==> config.mk <==
export PLATFORM = sky130hd
export DESIGN_NAME = ptx_parity_xcvr
export DESIGN_NICKNAME = d
export VERILOG_FILES = /design/src/rtl/ptx_pkg.sv /design/src/rtl/ptx_mode_dec.sv /design/src/rtl/ptx_parity_unit.sv /design/src/rtl/ptx_err_flag.sv /design/src/rtl/ptx_parity_xcvr.sv
export SDC_FILE = /design/constraint.sdc
export NUM_CORES = 1
export LEC_CHECK = 0
export CAP_MARGIN = 0
export CORE_MARGIN = 1
export CORE_UTILIZATION = 23
export DETAILED_ROUTE_END_ITERATION = 16
export PLACE_DENSITY = 0.75
export SETUP_SLACK_MARGIN = 0.15
export SLEW_MARGIN = 20
export SYNTH_ARGS = -nofsm -noshare
export SYNTH_HDL_FRONTEND = slang
export SYNTH_SLANG_ARGS = --single-unit
export TNS_END_PERCENT = 10
==> constraint.sdc <==
create_clock -name clk -period 1.7 [get_ports clk]
set_input_delay 0.34 -clock clk [delete_from_list [all_inputs] [get_ports clk]]
set_output_delay 0.34 -clock clk [all_outputs]
set_load 0.02 [all_outputs]
==> src/rtl/ptx_pkg.sv <==
package ptx_pkg;

  typedef enum logic [1:0] {
    XM_ISOLATE   = 2'd0,
    XM_A_TO_B    = 2'd1,
    XM_B_TO_A    = 2'd2,
    XM_FORCE_BAD = 2'd3
  } xmode_e;

  // Direction from the two active-low enables.
  function automatic xmode_e decode_mode(input logic oea_n, input logic oeb_n);
    case ({oea_n, oeb_n})
      2'b10:   return XM_A_TO_B;
      2'b01:   return XM_B_TO_A;
      2'b00:   return XM_FORCE_BAD;
      default: return XM_ISOLATE;
    endcase
  endfunction

endpackage

==> src/rtl/ptx_mode_dec.sv <==
module ptx_mode_dec
  import ptx_pkg::*;
(
  input  logic   oea_n,
  input  logic   oeb_n,
  output xmode_e mode,
  output logic   drive_a,
  output logic   drive_b,
  output logic   invert_par
);

  always_comb begin
    mode       = decode_mode(oea_n, oeb_n);
    drive_a    = (mode == XM_B_TO_A);
    drive_b    = (mode == XM_A_TO_B) || (mode == XM_FORCE_BAD);
    invert_par = (mode == XM_FORCE_BAD);
  end

endmodule

==> src/rtl/ptx_parity_unit.sv <==
module ptx_parity_unit
  import ptx_pkg::*;
#(
  parameter int DW = 8
) (
  input  xmode_e        mode,
  input  logic          invert_par,
  input  logic [DW-1:0] a_word,
  input  logic [DW-1:0] b_word,
  input  logic          b_par,
  output logic          par_gen,
  output logic          chk_ok
);

  localparam int CW = DW + 1;

  // Bit that completes an odd ones count over the word.
  function automatic logic odd_fill(input logic [DW-1:0] d);
    return ~(^d);
  endfunction

  // 1 when the word with its parity bit carries an odd ones count.
  function automatic logic odd_ok(input logic [CW-1:0] w);
    return ^w;
  endfunction

  logic [CW-1:0] driven_word;

  always_comb begin
    par_gen     = odd_fill(a_word) ^ invert_par;
    driven_word = {par_gen, a_word};
    case (mode)
      XM_B_TO_A:   chk_ok = odd_ok({b_par, b_word});
      XM_A_TO_B,
      XM_FORCE_BAD: chk_ok = odd_ok(driven_word);
      default:     chk_ok = ~(^a_word);
    endcase
  end

endmodule

==> src/rtl/ptx_err_flag.sv <==
module ptx_err_flag (
  input  logic clk,
  input  logic rst_n,
  input  logic le_n,
  input  logic clr_n,
  input  logic chk_ok,
  output logic flag_ok,
  output logic held_ok
);

  always_comb begin
    if (!clr_n)     flag_ok = 1'b1;
    else if (!le_n) flag_ok = chk_ok;
    else            flag_ok = held_ok;
  end

  always_ff @(posedge clk or negedge rst_n) begin
    if (!rst_n) held_ok <= 1'b1;
    else        held_ok <= flag_ok;
  end

endmodule

==> src/rtl/ptx_parity_xcvr.sv <==
module ptx_parity_xcvr
  import ptx_pkg::*;
#(
  parameter int DW = 8
) (
  input  logic          clk,
  input  logic          rst_n,
  input  logic          oea_n,
  input  logic          oeb_n,
  input  logic          le_n,
  input  logic          clr_n,
  input  logic [DW-1:0] a_i,
  output logic [DW-1:0] a_o,
  output logic          a_oe,
  input  logic [DW-1:0] b_i,
  output logic [DW-1:0] b_o,
  output logic          b_oe,
  input  logic          par_i,
  output logic          par_o,
  output logic          par_oe,
  output logic          err_o,
  output logic          err_oe
);

  xmode_e mode;
  logic   drive_a, drive_b, invert_par;
  logic   par_gen, chk_ok, flag_ok, held_ok;

  ptx_mode_dec u_dec (
    .oea_n(oea_n), .oeb_n(oeb_n), .mode(mode),
    .drive_a(drive_a), .drive_b(drive_b), .invert_par(invert_par)
  );

  ptx_parity_unit #(.DW(DW)) u_par (
    .mode(mode), .invert_par(invert_par), .a_word(a_i), .b_word(b_i),
    .b_par(par_i), .par_gen(par_gen), .chk_ok(chk_ok)
  );

  ptx_err_flag u_flag (
    .clk(clk), .rst_n(rst_n), .le_n(le_n), .clr_n(clr_n),
    .chk_ok(chk_ok), .flag_ok(flag_ok), .held_ok(held_ok)
  );

  assign a_o    = b_i;
  assign a_oe   = drive_a;
  assign b_o    = a_i;
  assign b_oe   = drive_b;
  assign par_o  = par_gen;
  assign par_oe = drive_b;
  assign err_o  = 1'b0;
  assign err_oe = ~flag_ok;

endmodule

=== Word level (Yosys, flattened, before mapping) ===
Cells that the tools add are included.

* Word-level logic and storage cells: 19
* Flip-flop bits (word level): 1
* Output and inout bits: 22
* Input port bits: 23

* Equal/unequal tests: 5
* Multiplexer cells: 4
* Reductions and logical operators: 6
* Bitwise operators: 3

{| class="wikitable"
|+ Operator list
! operator !! count
|-
| XOR reduction 9 bit || 2
|-
| XOR reduction 8 bit || 1
|-
| == test 2 bit, second input constant || 3
|-
| one-hot mux 2 bit (3 select lines) || 1
|-
| == test 2 x 1 -> 1 bit, second input constant || 2
|-
| logical NOT 2 bit || 1
|-
| 2-to-1 mux 1 bit || 2
|-
| inverter 1 bit || 2
|-
| one-hot mux 1 bit (2 select lines) || 1
|-
| OR reduction 2 bit || 1
|-
| logical OR 1 bit || 1
|-
| XOR 1 bit || 1
|}

=== Depth between registers and ports, before layout ===
* Depth after elaboration: 9
* Mapped depth: 5
* Mapped depth without buffers: 5

=== Hierarchy ===
From an unflattened synthesis, not the netlist that was laid out.

* Cells, all modules: 47
* Area total of the unflattened synthesis: 394.1 um^2

{| class="wikitable"
|+ Modules (own cells, without submodules)
! module !! instances !! cells an instance !! area an instance (um^2) !! sequential area each (um^2)
|-
| ptx_parity_unit || 1 || 19 || 183.9 || 0.0
|-
| ptx_parity_xcvr || 1 || 20 || 142.6 || 0.0
|-
| ptx_err_flag || 1 || 3 || 40.0 || 26.3
|-
| ptx_mode_dec || 1 || 5 || 27.5 || 0.0
|}

=== Worst setup path before layout ===
OpenSTA, ideal clock, no wires.

* Kind: input-to-output
* From: in b_i[5]
* To: out err_oe
* Arrival time: 1.430 ns
* Cell stages on the path: 5
* Path buffers: 0
* Path slack: -0.070 ns
* Required time: 1.360 ns
* Cell sequence: xor2_1 > xnor3_1 > xnor2_1 > nand2_1 > o221a_1

* Word-level cells in the longest chain between the ends: 5

{| class="wikitable"
|+ Ends and longest elaborated chain
! what !! line !! text
|-
| start, declared || ptx_parity_xcvr.sv:15 || <nowiki>input logic [DW-1:0] b_i,</nowiki>
|-
| XOR reduction 9 bit || ptx_parity_unit.sv:24 || <nowiki>return ^w;</nowiki>
|-
| one-hot mux 1 bit (2 select lines) || ptx_parity_unit.sv:32 || <nowiki>case (mode)</nowiki>
|-
| 2-to-1 mux 1 bit || ptx_err_flag.sv:13 || <nowiki>else if (!le_n) flag_ok = chk_ok;</nowiki>
|-
| 2-to-1 mux 1 bit || ptx_err_flag.sv:12 || <nowiki>if (!clr_n) flag_ok = 1'b1;</nowiki>
|-
| inverter 1 bit || ptx_parity_xcvr.sv:51 || <nowiki>assign err_oe = ~flag_ok;</nowiki>
|-
| end, declared || ptx_parity_xcvr.sv:22 || <nowiki>output logic err_oe</nowiki>
|}

No other way between the ends.

=== Worst setup path after layout ===
* From: in b_i[7]
* To: out err_oe

Same word-level chain as after synthesis.

==> flow_summary.toml <==
[outcome]
status = "complete, but fails checks"
violations = "negative setup slack"

[yosys]
syn_area_sq_um = 367
syn_nets = 67
synth_top_area_cell = "buf_4"
ys_types = 14
synth_fa_ha_area_share_pct = 0
syn_inst = 44
synthArstFlopShare_pct = 100
synth_top_family_by_area = "XOR/XNOR gates"
synth-seq-cells = 1
synth_edf_count = 0
synth_commonest_cells = "buf_4 (18), xnor2_1 (12), nor2_1 (2), xor2_1 (2)"
yosys.area_share.simple_pct = 6.83
yosysTopAreaCellShare_pct = 36.9
ys_warn_count = 0
avgSynthCellArea_sq_um = 8.33
muxShareOfSynthArea_pct = 0
synth_xor_area_share_pct = 39.6
synth-main-ff-cell = "dfstp_2"
seq_area_frac_synth_pct = 7.17
synth_most_common_cell = "buf_4"
synth_compound_gate_area_share_pct = 7.51
synth_area_leaders = "buf_4 (37%), xnor2_1 (29%), dfstp_2 (7.2%)"

[route]
drc = 0
num_vias = 379
viasPerCell = 4.21
wl_per_cell_microns = 9.60
drtIter0Drc = 1
detail_route.first_pass.iterations = 5
drtAntennaViolNets = 0
wirelength_microns = 864

[sta]
rsz0062_at_grt = "true"
hold-worst-slack_ns = 0.655
fin_crit_sh_pct = 117
setup_viol = 1
maxSlewViolCount = 0
max_freq_ghz = 0.504
finalHoldViolCount = 0
skew_ns = 0
fin_ws_ns = -0.283
min_period_ns = 1.98
tns_ns = -0.283

[power_and_ir_drop]
p_leak_uw = 0.000362
power_frac_comb_pct = 91.3
pwr-share-clk_pct = 0
netSwitchingFraction_pct = 39.4
seq_power_share_pct = 8.7
power_switching_uw = 131
power_density_nw_per_um2 = 432
p_int_uw = 201
ir_drop_uv = 354
power_uw = 332

[floorplan]
rows = 14
fp.dieH_microns = 41.9
die_area_sq_um = 1760
ios = 45
core_area_sq_um = 1490
die_w_microns = 41.9
initial_core_util_pct = 24.6

[clocking]
clock_latency_ns = 0
path_clk_slew_ns = 0
ctsHoldBuffers = 0

[setup_path]
crit_required_ns = 1.36
worstSetupPathType = "input pin to output port"
crit_path_end_kind = "output port"
start_kind = "input pin"
crit_arrival_ns = 1.64
cp_max_fo = 2

[grt]
grt_pass1_vias = 384
grt_pass1_wl_microns = 1460
grt_usage_pct = 9.93
grt_max_degree = 4
grt.overflow.total = 0
antenna_found_initial = 0

[finish]
reg_top3 = "u_flag.held_ok: 1 flops"
syn2layout_area_growth_pct = 110
largest_reg_flops = 1
top_register = "u_flag.held_ok"
final_area_sq_um = 769
final_cells = 90
nets = 99
drive_gt1_share_pct = 41.9
n_antenna_cell = 0

[placed_design]
dp_cells = 90
place_congestion = 0.617
placed_area_sq_um = 728
io_buffers = 43
hpwl_microns = 788

[hold_path]
min_path_type = "input pin to async pin"

[run]
drv_cap = 0
power by group through the flow:
stage | sequential (uW) | combinational, uW | clock (uW)
floorplan | 28.8 | 178 | 0
global placement | 28.9 | 295 | 0
detailed placement | 29.0 | 298 | 0
CTS | 29.0 | 306 | 0
global route | 29.7 | 323 | 0
finish | 29.0 | 303 | 0
through the flow:
stage               setup slack, ns  util [%]
floorplan                   -0.0550         -
global placement              -1.06      48.9
detailed placement            -1.11      48.9
CTS                          -0.313      51.3
global route                 -0.386      51.7
finish                       -0.283      51.7
logic make-up (layout without fill, tap and decap cells):
| logic type | count (synthesis) | after routing |
|---|---|---|
| flops | 1 | 1 |
| buf+inv | 19 | 49 |
| simple gates | 5 | 5 |
| compound gates | 3 | 3 |
| xor+xnor | 15 | 15 |
| other cells | 1 | 1 |
worst paths after layout:
| kind | from | endpoint | slack (ns) | depth (start not counted) |
|---|---|---|---|---|
| setup / recovery | b_i[7] | err_oe | -0.28 | 7 |
| hold / removal | rst_n | u_flag.held_ok$_DFF_PN1_ | 0.66 | 1 |
| setup reg to reg | u_flag.held_ok$_DFF_PN1_ | u_flag.held_ok$_DFF_PN1_ | 0.76 | 2 |
| hold reg to reg | u_flag.held_ok$_DFF_PN1_ | u_flag.held_ok$_DFF_PN1_ | 0.76 | 2 |
| max in group asynchronous | rst_n | u_flag.held_ok$_DFF_PN1_ | 1.02 | 1 |
| min in group clk | u_flag.held_ok$_DFF_PN1_ | u_flag.held_ok$_DFF_PN1_ | 0.76 | 2 |
cells in the final DEF (no fill, tap or decap), drive strengths merged, types with 2 or more instances in the layout:
cell           Yosys  layout
clkdlybuf4s15      0       2
xnor2             12      12
buf               18      20
nor2               2       2
clkdlybuf4s50      0      17
dlygate4sd2        0       8
xor2               2       2
per-layer routing:
metal | track usage [%] | share of wire (%) | up-vias
li1 | - | - | 180
met1 | 9.65 | 33 | 166
met2 | 22.2 | 54 | 33
met3 | 1.30 | 12 | 0
met4 | 0 | 0 | 0
met5 | 0 | 0 | -
worst max-delay path, stage by stage:
cell	delay, ns
buf_6	0.10
xnor2_2	0.13
xnor3_1	0.42
xnor2_1	0.14
nand2_1	0.10
o221a_4	0.29
buf_6	0.13
final cells by class:
class | instances | area (sq um)
Timing Repair Buffer | 48 | 457
Multi-Input combinational cell | 24 | 263
Sequential cell | 1 | 26.3
Tap cell | 16 | 20.0
Inverter | 1 | 3.75
Fill cell | 140 | 719
repair_timing:
| action | CTS | global route |
|---|---|---|
| hold endpoints to repair | 0 | 0 |
| pin swaps | 17 | 3 |
| setup buffers | 0 | 0 |
| gates resized for setup | 94 | 2 |
| setup endpoints to repair | 22 | 4 |
No activity file was read; power rests on OpenSTA's default activity.
